### config.mk
export PLATFORM = sky130hd
export DESIGN_NAME = mdio_mgmt_master
export DESIGN_NICKNAME = d
export VERILOG_FILES = /design/src/rtl/mdio_mgmt_master.sv
export SDC_FILE = /design/constraint.sdc
export NUM_CORES = 1
export LEC_CHECK = 0
export ABC_AREA = 1
export BUFFER_PORTS_ARGS = -buffer_cell sky130_fd_sc_hd__buf_2
export CELL_PAD_IN_SITES_DETAIL_PLACEMENT = 0
export CELL_PAD_IN_SITES_GLOBAL_PLACEMENT = 1
export CORE_ASPECT_RATIO = 0.6
export CORE_MARGIN = 2
export CORE_UTILIZATION = 43
export CTS_CLUSTER_DIAMETER = 60
export DETAILED_ROUTE_END_ITERATION = 10
export PLACE_DENSITY = 0.83
export SETUP_SLACK_MARGIN = 0.15
export SYNTH_ARGS = -nofsm -noshare
export SYNTH_HDL_FRONTEND = slang
export SYNTH_SLANG_ARGS = --single-unit
export TNS_END_PERCENT = 5
### constraint.sdc
create_clock -name clk -period 2.38 [get_ports clk]
set_clock_uncertainty 0.05 [all_clocks]
set_input_delay 0 -clock clk [delete_from_list [all_inputs] [get_ports clk]]
set_output_delay 0 -clock clk [all_outputs]
set_load 0.01 [all_outputs]
### src/rtl/mdio_mgmt_master.sv
module mdio_mgmt_master #(
  parameter int DIV_W   = 4,
  parameter int DIV_RST = 7
) (
  input  logic        clk,
  input  logic        rst_n,
  input  logic        host_we,
  input  logic [4:0]  host_addr,
  input  logic [31:0] host_wdata,
  output logic [31:0] host_rdata,
  output logic        mdc,
  output logic        mdio_o,
  output logic        mdio_oe,
  input  logic        mdio_i
);

  localparam logic [2:0] SEL_CFG = 3'd0;
  localparam logic [2:0] SEL_CMD = 3'd1;
  localparam logic [2:0] SEL_ADR = 3'd2;
  localparam logic [2:0] SEL_WDT = 3'd3;
  localparam logic [2:0] SEL_RDT = 3'd4;
  localparam logic [2:0] SEL_IND = 3'd5;
  localparam logic [5:0] LAST_BIT = 6'd63;
  localparam logic [5:0] TA_POS   = 6'd46;
  localparam logic [5:0] DATA_POS = 6'd48;

  logic [DIV_W-1:0] div_q, half_q;
  logic             rd_cmd_q, busy_q, stale_q, op_rd_q, mdc_q;
  logic [4:0]       phy_q, reg_q;
  logic [15:0]      wdat_q, rdat_q, shin_q;
  logic [5:0]       bit_q;
  logic [63:0]      frame_q;

  wire [2:0] sel      = host_addr[4:2];
  wire       wr_cfg   = host_we && (sel == SEL_CFG);
  wire       wr_cmd   = host_we && (sel == SEL_CMD);
  wire       wr_adr   = host_we && (sel == SEL_ADR);
  wire       wr_wdt   = host_we && (sel == SEL_WDT);
  wire       abort    = wr_cfg && host_wdata[31];
  wire       start_wr = wr_wdt && !busy_q;
  wire       start_rd = wr_cmd && host_wdata[0] && !rd_cmd_q && !busy_q;
  wire       half_tick = busy_q && (half_q >= div_q);
  wire       rise     = half_tick && !mdc_q;
  wire       fall     = half_tick && mdc_q;

  always_ff @(posedge clk or negedge rst_n) begin
    if (!rst_n) begin
      div_q    <= DIV_W'(DIV_RST);
      half_q   <= '0;
      rd_cmd_q <= 1'b0;
      busy_q   <= 1'b0;
      stale_q  <= 1'b0;
      op_rd_q  <= 1'b0;
      mdc_q    <= 1'b0;
      phy_q    <= '0;
      reg_q    <= '0;
      wdat_q   <= '0;
      rdat_q   <= '0;
      shin_q   <= '0;
      bit_q    <= '0;
      frame_q  <= '0;
    end else begin
      if (wr_cfg) div_q <= host_wdata[DIV_W-1:0];
      if (wr_cmd) rd_cmd_q <= host_wdata[0];
      if (wr_adr) begin
        phy_q <= host_wdata[12:8];
        reg_q <= host_wdata[4:0];
      end
      if (start_wr) wdat_q <= host_wdata[15:0];
      if (abort) begin
        busy_q  <= 1'b0;
        stale_q <= 1'b0;
        mdc_q   <= 1'b0;
        half_q  <= '0;
        bit_q   <= '0;
      end else if (start_wr || start_rd) begin
        busy_q  <= 1'b1;
        op_rd_q <= start_rd;
        stale_q <= start_rd;
        mdc_q   <= 1'b0;
        half_q  <= '0;
        bit_q   <= '0;
        frame_q <= start_rd ? {32'hFFFF_FFFF, 2'b01, 2'b10, phy_q, reg_q, 2'b11, 16'hFFFF}
                            : {32'hFFFF_FFFF, 2'b01, 2'b01, phy_q, reg_q, 2'b10, host_wdata[15:0]};
      end else if (busy_q) begin
        if (half_tick) begin
          half_q <= '0;
          mdc_q  <= ~mdc_q;
          if (rise && op_rd_q && (bit_q >= DATA_POS)) shin_q <= {shin_q[14:0], mdio_i};
          if (fall) begin
            if (bit_q == LAST_BIT) begin
              busy_q <= 1'b0;
              if (op_rd_q) begin
                stale_q <= 1'b0;
                rdat_q  <= shin_q;
              end
            end else begin
              bit_q <= bit_q + 6'd1;
            end
          end
        end else begin
          half_q <= half_q + DIV_W'(1);
        end
      end
    end
  end

  assign mdc     = mdc_q;
  assign mdio_o  = busy_q && frame_q[LAST_BIT - bit_q];
  assign mdio_oe = busy_q && !(op_rd_q && (bit_q >= TA_POS));

  always_comb begin
    case (sel)
      SEL_CFG: host_rdata = 32'(div_q);
      SEL_CMD: host_rdata = {31'b0, rd_cmd_q};
      SEL_ADR: host_rdata = {19'b0, phy_q, 3'b0, reg_q};
      SEL_WDT: host_rdata = {16'b0, wdat_q};
      SEL_RDT: host_rdata = {16'b0, rdat_q};
      SEL_IND: host_rdata = {29'b0, stale_q, 1'b0, busy_q};
      default: host_rdata = 32'b0;
    endcase
  end

  AST_STALE_NEEDS_BUSY: assert property (@(posedge clk) disable iff (!rst_n) stale_q |-> busy_q);
  AST_IDLE_MDC_LOW: assert property (@(posedge clk) disable iff (!rst_n) !busy_q |-> !mdc_q);
  AST_MDO_ON_FALL: assert property (@(posedge clk) disable iff (!rst_n)
    (busy_q && $past(busy_q) && !$fell(mdc_q)) |-> $stable(mdio_o));
  AST_START_PREAMBLE: assert property (@(posedge clk) disable iff (!rst_n)
    $rose(busy_q) |-> (!mdc_q && bit_q == 6'd0 && mdio_o && mdio_oe));
  AST_BUSY_IGNORES: assert property (@(posedge clk) disable iff (!rst_n)
    (busy_q && wr_wdt) |=> $stable(wdat_q));
  AST_ABORT_IDLE: assert property (@(posedge clk) disable iff (!rst_n)
    abort |=> (!busy_q && !stale_q && !mdc_q && !mdio_oe));

endmodule

Yosys cells after proc, flatten, opt, wreduce, memory -nomap -nowiden
Index checks and enable logic that the tools add are counted.
{"block": "classes", "n_reduce_logical": 34, "mux": 31, "magnitude_cmp": 4, "n_addsub": 3, "n_bitwise": 3, "eq_ne": 7}
{"operator": "case mux 16 bit (6 select lines)", "n": 1}
{"operator": "two-way mux 6 bit", "n": 6}
{"operator": "two-way mux 30 bit", "n": 1}
{"operator": "two-way mux 1 bit", "n": 18}
{"operator": "logical AND 1 bit", "n": 17}
{"operator": "two-way mux 4 bit", "n": 4}
{"operator": "nonzero test 3 bit", "n": 5}
{"operator": "greater-or-equal comparator 6 bit, second input constant", "n": 2}
{"operator": "AND reduction 5 bit", "n": 2}
{"operator": "< comparator 6 x 7 -> 1 bit, second input constant", "n": 1}
{"operator": "AND reduction 7 bit", "n": 1}
{"operator": "adder 6 x 1 -> 6 bit, second input constant", "n": 1}
{"operator": "binary-select mux 1 bit (select 6 bit)", "n": 1}
{"operator": "== test 3 x 2 -> 1 bit, second input constant", "n": 2}
{"operator": "== test 3 bit, second input constant", "n": 2}
{"operator": "== test 6 bit, second input constant", "n": 1}
{"operator": "subtractor 6 bit, first input constant", "n": 1}
{"operator": "adder 4 x 1 -> 4 bit, second input constant", "n": 1}
{"operator": "greater-or-equal comparator 4 bit", "n": 1}
{"operator": "zero test 1 bit", "n": 4}
{"operator": "AND reduction 2 bit", "n": 2}
{"operator": "AND reduction 4 bit", "n": 1}
{"operator": "== test 3 x 1 -> 1 bit, second input constant", "n": 1}
{"operator": "zero test 3 bit", "n": 1}
{"operator": "other kinds (3)", "n": 5}
{"block": "word_totals", "in_bits": 41, "elab_cells": 96, "ff_bits": 141, "output_inout_bits": 35}

Depth between registers and ports, before layout
Gate-level depths: netlist (run 1).
{"block": "logic_depth", "depth_word": 8, "mapped_depth": 13, "ltp_nobuf": 13}

Worst setup path before layout (run 1)
OpenSTA, ideal clock, no wires.
{"block": "synth_timing", "path_type": "reg2reg", "startpoint": "register div_q[1]", "endpoint": "register shin_q[10]", "required_time_ns": 2.213, "n_path_buf": 1, "setup_ns": 0.117, "t_arrival_ns": 1.774, "period_less_slack_ns": 1.941, "stages_incl_launch_ff": 13, "slack_ns": 0.439, "cell_sequence": "dfstp_2 -> inv_1 -> ha_1 -> nand2_1 -> nand2_1 -> nand2_1 -> nand3_1 -> nand3_1 -> nor2_8 -> nand2_4 -> buf_6 -> nand2_2 -> nand2_1"}
{"block": "synth_between", "elab_chain_cells": 6}
{"item": "start, declared", "line_no": "27", "rtl": "logic [DIV_W-1:0] div_q, half_q;"}
{"item": "start signal, assigned", "line_no": "48", "rtl": "div_q <= DIV_W'(DIV_RST);"}
{"item": "start signal, assigned", "line_no": "63", "rtl": "if (wr_cfg) div_q <= host_wdata[DIV_W-1:0];"}
{"item": "greater-or-equal comparator 4 bit (*)", "line_no": "42", "rtl": "wire half_tick = busy_q && (half_q >= div_q);"}
{"item": "logical AND 1 bit (*)", "line_no": "42"}
{"item": "logical AND 1 bit", "line_no": "43", "rtl": "wire rise = half_tick && !mdc_q;"}
{"item": "logical AND 1 bit (2 in a row)", "line_no": "89", "rtl": "if (rise && op_rd_q && (bit_q >= DATA_POS)) shin_q <= {shin_q[14:0], mdio_i};"}
{"item": "AND reduction 5 bit (no source line) (*)"}
{"item": "end signal, assigned", "line_no": "89"}
{"item": "end, declared", "line_no": "30", "rtl": "logic [15:0] wdat_q, rdat_q, shin_q;"}
Mark *: on every way between the ends. The rest lies on a longest branch, timed or not.
A chain may end at the register's enable or synchronous reset.

Worst setup path in the final report (run 1)
{"block": "layout_timing", "startpoint": "register div_q[1]", "endpoint": "register shin_q[14]"}
The elaborated chain is that of the path after synthesis.

==> results.txt, run 1 <==
----------------------------------------------------
[Placed design]
  I/O Buffers ... 42
  RePlAce Congestion ... 0.872
  # placed instances ... 832
  Detail Placement HPWL ... 9.29 mm
  Cell area after placement ... 5550 um2
  Post-placement worst setup slack ... 222 ps

[Cells and area]
  FILL cells ... 1,137
  Sequential cell area ... 2630 um2
  Count of non-filler cells in the finished layout ... 870
  Multi-input logic area ... 2200 um2
  Net total in the final layout ... 747
  Layout cells sized above 1 ... 16.7%
  Synth-to-Final Area Change ... 17.4%
  ANT cells ... 0
  Final standard cell area without fillers ... 6160 um2

[Yosys]
  Compound-Gate Fraction of Synth Area ... 6.92%
  Area share of xor/xnor cells in the synthesized design ... 0.835%
  FF+latch count, synth ... 105
  Post-synthesis cell type with the largest combined area ... sky130_fd_sc_hd__dfrtp_1
  Number of cells produced by synthesis ... 639
  Dominant combinational cell family by area after synthesis ... simple AND/OR/NAND/NOR gates
  Syn. warnings ... 0
  Post-synthesis simple-gate area fraction ... 30.2%
  Largest cells by area after synthesis ... sky130_fd_sc_hd__dfrtp_1, sky130_fd_sc_hd__nand2_1, sky130_fd_sc_hd__nand3_1
  Proportion of synthesized chip area in sequential cells ... 50.2%
  Top-area cell type share of the netlist area ... 48.7%
  Fraction of the mapped netlist area in adder cells ... 1.43%
  Unique masters post-synth ... 35
  Multiplexer area fraction after synthesis ... 1.29%
  Combined area of all synthesized cells ... 5250 um2
  Mean instance size in the synthesized netlist ... 8.21 um2

[STA]
  Hold Fails Final Rpt ... 0
  Slew Limit Headroom ... 59.8%
  Setup repair after global routing missed its margin ... yes
  Number of setup violations in the final report ... 0
  Tcrit/Tclk final ... 90.3%
  Least setup slack across all paths after layout ... 231 ps
  Maximum operating frequency ... 465 MHz
  Aggregate negative setup slack ... 0 ps
  Worst Hold Slack ... 14.9 ps
  Min Clock Period, post-route ... 2150 ps
  Worst Max-Slew Pin Slew ... 602 ps
  Number of max-slew violations in the final report ... 0

[Clock tree]
  Clock Tree Buf Depth ... 2
  Insertion delay of the later-clocked pin in the worst-skew pair ... 350 ps
  Num CTS Buffers ... 9
  Clk root buf ... sky130_fd_sc_hd__clkbuf_16
  TritonCTS clock tree ... yes
  Deepest level of the CTS H-tree ... 3
  Clock slew at reported path FFs ... 70 ps
  Number of sinks driven by the clock tree ... 105

[Outcome]
  Result of the run ... complete, no violations

[Worst setup path]
  Start-to-end type of the worst setup path ... reg2reg
  Critical Path Source Type ... flop
  Kind of end point of the critical path ... flop
  Endpoint required time on the critical path ... 2600 ps
  Critical path data arrival time ... 2370 ps
  Peak fanout along the critical path ... 16

[Die]
  Initial Utilization ... 43.8%
  Number of top-level pins ... 76
  Die Height ... 89.6 um
  Standard cell core area ... 12,000 um2
  Die area ... 13,100 um2
  Horizontal die dimension ... 147 um
  Number of core rows ... 31

[Drt]
  Number of iterations in the first detailed-routing pass ... 4
  Post-DRT Antenna Nets ... 0
  Number of vias after detailed routing ... 4,376
  Total wire length ... 13.0 mm
  Wire length on met1 ... 6.66 mm
  Post-route DRC ... 0
  Routed len/inst ... 14.9 um
  Detail Route met2 WL ... 5.50 mm
  Number of vias per cell ... 5.03
  Met3 wire len ... 760 um
  Highest metal used ... met4
  Number of DRC markers after the initial detailed-route iteration ... 313

[GRT]
  Total global routing track utilization ... 21.5%
  Via count of the first global-routing pass ... 4,318
  Number of antenna violations at the first check in global routing ... 0
  Grt total ovfl ... 0
  Global-route wire length before repair ... 22.0 mm
  Pin count of the biggest net entering global routing ... 67

[Hold path]
  Path type of the worst min-delay path ... in2reg

[Pwr]
  Static Leakage ... 3.19 nW
  Power per cell area ... 989 nW/um2
  Largest vdd supply drop ... 0.431 mV

[Flow run]
  Max cap viols ... 0

----------------------------------------------------
-- critical path, stage by stage, from the launching register on --
cell and delay [ps]:
sky130_fd_sc_hd__dfstp_2 530, sky130_fd_sc_hd__inv_1 60, sky130_fd_sc_hd__ha_1 300, sky130_fd_sc_hd__nand2_1 50
sky130_fd_sc_hd__nand2_1 50, sky130_fd_sc_hd__nand2_1 60, sky130_fd_sc_hd__nand3_1 150, sky130_fd_sc_hd__nand3_1 220
sky130_fd_sc_hd__nor2_8 190, sky130_fd_sc_hd__buf_4 230, sky130_fd_sc_hd__nand3_1 90, sky130_fd_sc_hd__nand2_1 100
-- per-layer routing --
metal  vias up  track usage, %
li1       2144               -
met1      2099            31.6
met2       126            33.4
met3         7            4.49
met4         0            4.32
met5         -               0
-- flip-flops by register name, summed over array words and instances (netlist names) --
name / flops
phy_q: 5
wdat_q: 16
bit_q: 6
half_q: 4
reg_q: 5
rdat_q: 16
shin_q: 16
rd_cmd_q: 1
busy_q: 1
mdc: 1
div_q: 4
stale_q: 1
frame_q: 29
-- cell usage in the layout (no fill, tap or decap), types with 2 or more instances in the layout --
cell type	netlist	routed
sky130_fd_sc_hd__nand2_1	206	205
sky130_fd_sc_hd__dfrtp_1	102	102
sky130_fd_sc_hd__nand3_1	64	63
sky130_fd_sc_hd__nor2_1	49	49
sky130_fd_sc_hd__inv_1	46	45
sky130_fd_sc_hd__buf_2	7	41
sky130_fd_sc_hd__o21ai_0	30	30
sky130_fd_sc_hd__dlygate4sd3_1	0	21
sky130_fd_sc_hd__a21oi_1	19	19
sky130_fd_sc_hd__conb_1	1	16
sky130_fd_sc_hd__nand2_2	12	13
sky130_fd_sc_hd__buf_4	22	13
sky130_fd_sc_hd__clkbuf_16	0	9
sky130_fd_sc_hd__inv_2	7	7
sky130_fd_sc_hd__o211ai_1	6	6
sky130_fd_sc_hd__nand4_1	6	6
sky130_fd_sc_hd__mux2_2	6	6
sky130_fd_sc_hd__ha_1	6	6
sky130_fd_sc_hd__nor3_2	4	4
sky130_fd_sc_hd__nor3_1	4	4
sky130_fd_sc_hd__nand3_2	3	4
sky130_fd_sc_hd__bufinv_16	0	4
sky130_fd_sc_hd__nor2_2	3	3
sky130_fd_sc_hd__o2111ai_1	3	3
sky130_fd_sc_hd__xor2_1	3	3
sky130_fd_sc_hd__dfstp_2	3	3
sky130_fd_sc_hd__a22oi_1	2	2
sky130_fd_sc_hd__nand2_4	2	2
sky130_fd_sc_hd__o22a_1	2	2
sky130_fd_sc_hd__xnor2_1	2	2
sky130_fd_sc_hd__buf_12	0	2
-- report_power, final --
group / internal, mW / switching (mW)
Clock: 1.14 / 0.661
Sequential: 2.23 / 0.295
Combinational: 0.670 / 1.09
-- cell usage after synthesis --
cell	instances
sky130_fd_sc_hd__nand4_1	6
sky130_fd_sc_hd__nor2_4	1
sky130_fd_sc_hd__nor3_2	4
sky130_fd_sc_hd__a22oi_1	2
sky130_fd_sc_hd__nor2_8	1
sky130_fd_sc_hd__o21ai_0	30
sky130_fd_sc_hd__dfrtp_1	102
sky130_fd_sc_hd__o31ai_1	1
sky130_fd_sc_hd__nand2_2	12
sky130_fd_sc_hd__clkbuf_1	9
sky130_fd_sc_hd__xnor2_1	2
sky130_fd_sc_hd__mux2_2	6
sky130_fd_sc_hd__nand2_4	2
sky130_fd_sc_hd__nand3_1	64
sky130_fd_sc_hd__buf_2	7
sky130_fd_sc_hd__o211ai_1	6
sky130_fd_sc_hd__buf_4	22
sky130_fd_sc_hd__nor2_1	49
sky130_fd_sc_hd__nor2_2	3
sky130_fd_sc_hd__nand2_1	206
sky130_fd_sc_hd__ha_1	6
sky130_fd_sc_hd__a21oi_1	19
sky130_fd_sc_hd__buf_6	4
sky130_fd_sc_hd__nand4_2	1
sky130_fd_sc_hd__inv_1	46
sky130_fd_sc_hd__nand3_4	1
sky130_fd_sc_hd__o2111ai_1	3
sky130_fd_sc_hd__xor2_1	3
sky130_fd_sc_hd__dfstp_2	3
sky130_fd_sc_hd__o22a_1	2
sky130_fd_sc_hd__nor3_1	4
sky130_fd_sc_hd__nand3_2	3
sky130_fd_sc_hd__o22ai_1	1
sky130_fd_sc_hd__conb_1	1
sky130_fd_sc_hd__inv_2	7
-- logic make-up (layout without fill, tap and decap cells) --
kind of cell | after synthesis | after routing
AOI/OAI and AO/OA | 64 | 64
xor gates and xnor gates | 5 | 5
adders and majority gates | 6 | 6
buffers and inverters | 95 | 146
DFF | 105 | 105
muxes | 6 | 6
other | 1 | 16
and+or+nand+nor | 357 | 357
-- final timing paths --
path / startpoint / endpoint / slack, ps / cells after the start
setup / recovery: div_q[1]$_DFFE_PN1N_ / shin_q[14]$_DFFE_PN0P_ / 230 / 11
min in group asynchronous: rst_n / shin_q[0]$_DFFE_PN0P_ / 140 / 2
max in group asynchronous: rst_n / shin_q[14]$_DFFE_PN0P_ / 1380 / 3
hold / removal: host_addr[3] / rd_cmd_q$_DFFE_PN0N_ / 10 / 5
setup reg to reg: div_q[1]$_DFFE_PN1N_ / shin_q[14]$_DFFE_PN0P_ / 230 / 11
hold reg to reg: rdat_q[5]$_DFFE_PN0P_ / rdat_q[5]$_DFFE_PN0P_ / 430 / 2
-- stage by stage --
stage	utilization (%)	power [mW]
CTS	51.1	6.12
finish	51.4	6.09
global placement	46.3	4.21
global route	51.4	6.53
floorplan	-	3.75
detailed placement	46.3	4.27
-- area by class of cell --
type	count	area share, %
sequential	105	42.7
timing repair buffer	77	8.98
clock buffer	10	3.72
multi-input combinational	454	35.7
tap	165	3.35
inverter	53	3.29
clock inverter	6	2.23
-- timing repair --
action                                 4_1_cts  5_1_grt
resized for setup                            0        3
setup endpoints to repair                    0       63
buffers inserted                             0        1
hold buffers                                21        0
endpoints found under the hold margin       85        0
(Power assumes the default switching activity.)
==> run 2, diff against run 1 <==
ABC_AREA = 0   (was 1)
CORE_UTILIZATION = 41   (was 43)
PLACE_DENSITY = 0.79   (was 0.83)
clock period = 1.8 ns   (was 2.38 ns; I/O delays follow)
==> results.txt, run 2 <==
----------------------------------------------------
[Placed design]
  # placed instances ... 686 (-18%)
  RePlAce Congestion ... 0.851 (-2.5%)
  Detail Placement HPWL ... 9.29 mm (about the same)
  I/O Buffers ... 42 (unchanged)

[Cells and area]
  Most frequent cells in the layout ... sky130_fd_sc_hd__nand2_1, sky130_fd_sc_hd__dfrtp_1, sky130_fd_sc_hd__buf_4
  ANT cells ... 0 (unchanged)
  Register with the most flip-flops ... frame_q
  Layout cells sized above 1 ... 34.6% (+18 points)
  Count of non-filler cells in the finished layout ... 723 (-17%)
  Flip-flop count of the largest register, all copies and words added ... 29 (unchanged)
  Synth-to-Final Area Change ... 27.1%
  Net total in the final layout ... 600 (-20%)
  Most common cell after layout, fill and taps aside ... sky130_fd_sc_hd__nand2_1
  Share of the core filled with cells ... 53.8% (+2.4 points)

[Outcome]
  Result of the run ... finished with violations
  Violations in the final reports ... negative setup slack

[STA]
  Number of max-slew violations in the final report ... 0 (unchanged)
  Setup repair after global routing missed its margin ... yes
  Min Clock Period, post-route ... 2180 ps
  Worst Max-Slew Pin Slew ... 600 ps (-2.32 ps)
  Slew Limit Headroom ... 59.9% (about the same)
  Hold Fails Final Rpt ... 0 (unchanged)
  Tcrit/Tclk final ... 121%
  Least setup slack across all paths after layout ... -383 ps (-614 ps)
  Maximum operating frequency ... 458 MHz
  Number of setup violations in the final report ... 46 (+46)

[Yosys]
  Unique masters post-synth ... 52 (+49%)
  Flip-flop cell with the highest count after synthesis ... sky130_fd_sc_hd__dfrtp_1
  Mean instance size in the synthesized netlist ... 11.2 um2 (+37%)
  Post-synthesis cell type with the largest combined area ... sky130_fd_sc_hd__dfrtp_1
  Proportion of synthesized chip area in sequential cells ... 51.2% (+1.0 points)
  Number of synthesized flops with an enable pin ... 0 (unchanged)
  Top-area cell type share of the netlist area ... 49.6% (+0.98 points)
  Largest cells by area after synthesis ... sky130_fd_sc_hd__dfrtp_1, sky130_fd_sc_hd__mux2_2, sky130_fd_sc_hd__nand2_1
  Most used standard cells in the synthesized netlist ... sky130_fd_sc_hd__dfrtp_1, sky130_fd_sc_hd__nand2_1, sky130_fd_sc_hd__mux2_2, sky130_fd_sc_hd__mux2i_1, sky130_fd_sc_hd__buf_4
  Syn. warnings ... 0 (unchanged)
  Post-synth ARST share ... 100% (unchanged)
  FF+latch count, synth ... 105 (unchanged)
  Number of cells produced by synthesis ... 458 (-28%)
  Combined area of all synthesized cells ... 5140 um2 (-2.0%)

[Worst setup path]
  Cell family with most CP delay ... multiplexers
  Critical Path Source Type ... flop
  Worst-path cell chain ... buf_4, mux2i_1, mux4_2, nand4_1, o211ai_1, a311oi_1, buf_2
  Start-to-end type of the worst setup path ... reg2out
  CP max stage delay ... 480 ps (-50 ps)
  Kind of end point of the critical path ... output port
  Endpoint required time on the critical path ... 1750 ps (-850 ps)
  Peak fanout along the critical path ... 4 (-12)
  Highest-delay cell along the critical path ... sky130_fd_sc_hd__mux4_2
  Buffers and inverters on the worst path ... 2 (unchanged)
  Critical path data arrival time ... 2130 ps (-240 ps)

[Die]
  Die area ... 13,500 um2 (+2.7%)
  Horizontal die dimension ... 149 um (+1.4%)
  Die Height ... 90.7 um (+1.3%)
  Number of top-level pins ... 76 (unchanged)
  Number of core rows ... 31 (unchanged)
  Initial Utilization ... 42.3% (-1.4 points)
  Standard cell core area ... 12,100 um2 (+1.3%)

[GRT]
  Grt total ovfl ... 0 (unchanged)
  Number of antenna violations at the first check in global routing ... 0 (unchanged)
  Total global routing track utilization ... 20.4% (-1.1 points)
  Via count of the first global-routing pass ... 3,961 (-8.3%)
  Pin count of the biggest net entering global routing ... 42 (-37%)
  Global-route wire length before repair ... 21.3 mm (-3.3%)

[Drt]
  Number of vias per cell ... 5.36 (+6.5%)
  Number of vias after detailed routing ... 3,874 (-11%)
  Post-route DRC ... 0 (unchanged)
  Number of iterations in the first detailed-routing pass ... 5 (+1)
  Routed len/inst ... 18.6 um (+24%)
  Post-DRT Antenna Nets ... 0 (unchanged)
  Number of DRC markers after the initial detailed-route iteration ... 215 (-31%)
  Total wire length ... 13.4 mm (+3.4%)

[Clock tree]
  Clock slew at reported path FFs ... 80 ps (about the same)
  TritonCTS clock tree ... yes
  Insertion delay of the later-clocked pin in the worst-skew pair ... 350 ps (about the same)
  Clk root buf ... sky130_fd_sc_hd__clkbuf_16
  Deepest level of the CTS H-tree ... 3 (unchanged)
  Number of sinks driven by the clock tree ... 105 (unchanged)
  Num CTS Buffers ... 9 (unchanged)
  Clock Tree Buf Depth ... 2 (unchanged)

[Pwr]
  Static Leakage ... 3.21 nW (+0.59%)
  Power per cell area ... 1270 nW/um2 (+29%)
  Largest vdd supply drop ... 0.670 mV (+55%)

[Flow run]
  Max cap viols ... 0 (unchanged)

[Hold path]
  Path type of the worst min-delay path ... in2reg

----------------------------------------------------
## run 2: changes by cell type in the layout (fill, tap and decap cells not counted), sizes merged, moves of 13 or more
cell	delta
a21oi	-14
inv	-42
nor2	-47
buf	+38
mux2	+42
o21ai	-14
nand3	-61
mux2i	+18
nand2	-118
o22a	+13
## run 2: what timing repair did
action                                  in CTS  in global routing
endpoints found under the setup margin      47                 62
resized for setup                           22                 14
hold buffers                                18                  0
cloned                                       1                  1
buffers inserted                             1                  0
endpoints found under the hold margin       86                  0
pin swaps                                    8                  1
## run 2: kinds of logic after synthesis
logic type | after synthesis | synth area share (%)
multiplexers | 73 | 17.8
flip-flops | 105 | 51.2
AO/OA/AOI/OAI | 68 | 9.56
AND/OR/NAND/NOR | 150 | 13.8
buffers and inverters | 55 | 6.08
other | 1 | 0.0729
adder cells (fa/ha/maj) | 6 | 1.46
## run 2: stage by stage
stage	worst slack (ps)	setup TNS [ps]	cell area, um2	total power [mW]	hold WS [ps]
final	-383	-10800	6540	8.32	107
after global routing	-492	-13080	6540	8.82	100
after CTS	-431	-10120	6480	8.27	87.3
after detailed placement	-344	-11540	5810	5.89	-11.3
after global placement	-294	-9810	5810	5.75	-12.5
after floorplan	-271	-7810	5260	4.85	-346
## run 2: power by group
part           total, mW  internal [mW]  switching, mW
logic               2.76           1.39           1.36
clock network       2.16           1.23          0.930
registers           3.40           2.97          0.428
total               8.32           5.60           2.72
## run 2: path summary, 6_finish.rpt
check	slack, ps	to	cells past startpoint	start
max in group asynchronous	930	shin_q[5]$_DFFE_PN0P_	3	rst_n
worst max register to register	-330	rdat_q[9]$_DFFE_PN0P_	7	div_q[0]$_DFFE_PN1N_
worst max-delay path	-380	mdio_o	7	bit_q[1]$_DFFE_PN0P_
worst min-delay path	110	rd_cmd_q$_DFFE_PN0N_	3	host_addr[3]
min in group asynchronous	140	half_q[1]$_DFFE_PN0P_	2	rst_n
worst min register to register	420	frame_q[19]$_DFFE_PN0P_	2	frame_q[19]$_DFFE_PN0P_
## run 2: final cells by class
class,count,area [um2]
clock buffer,9,225
clock inverter,7,104
fill,1046,5610
inverter,10,37.5
multi-input combinational,314,2460
sequential,105,2630
tap,165,206
timing repair buffer,113,873
## run 2: routing by layer
layer	global-route usage [%]	routed length (um)
met1	31.0	6590
met2	29.8	5900
met3	4.70	842
met4	4.29	113
met5	0	0
## run 2: worst min-delay path, delay by kind of cell
kind	cells	cell delay, ps
mux	1	220
buf+inv	1	160
simple gates	1	100
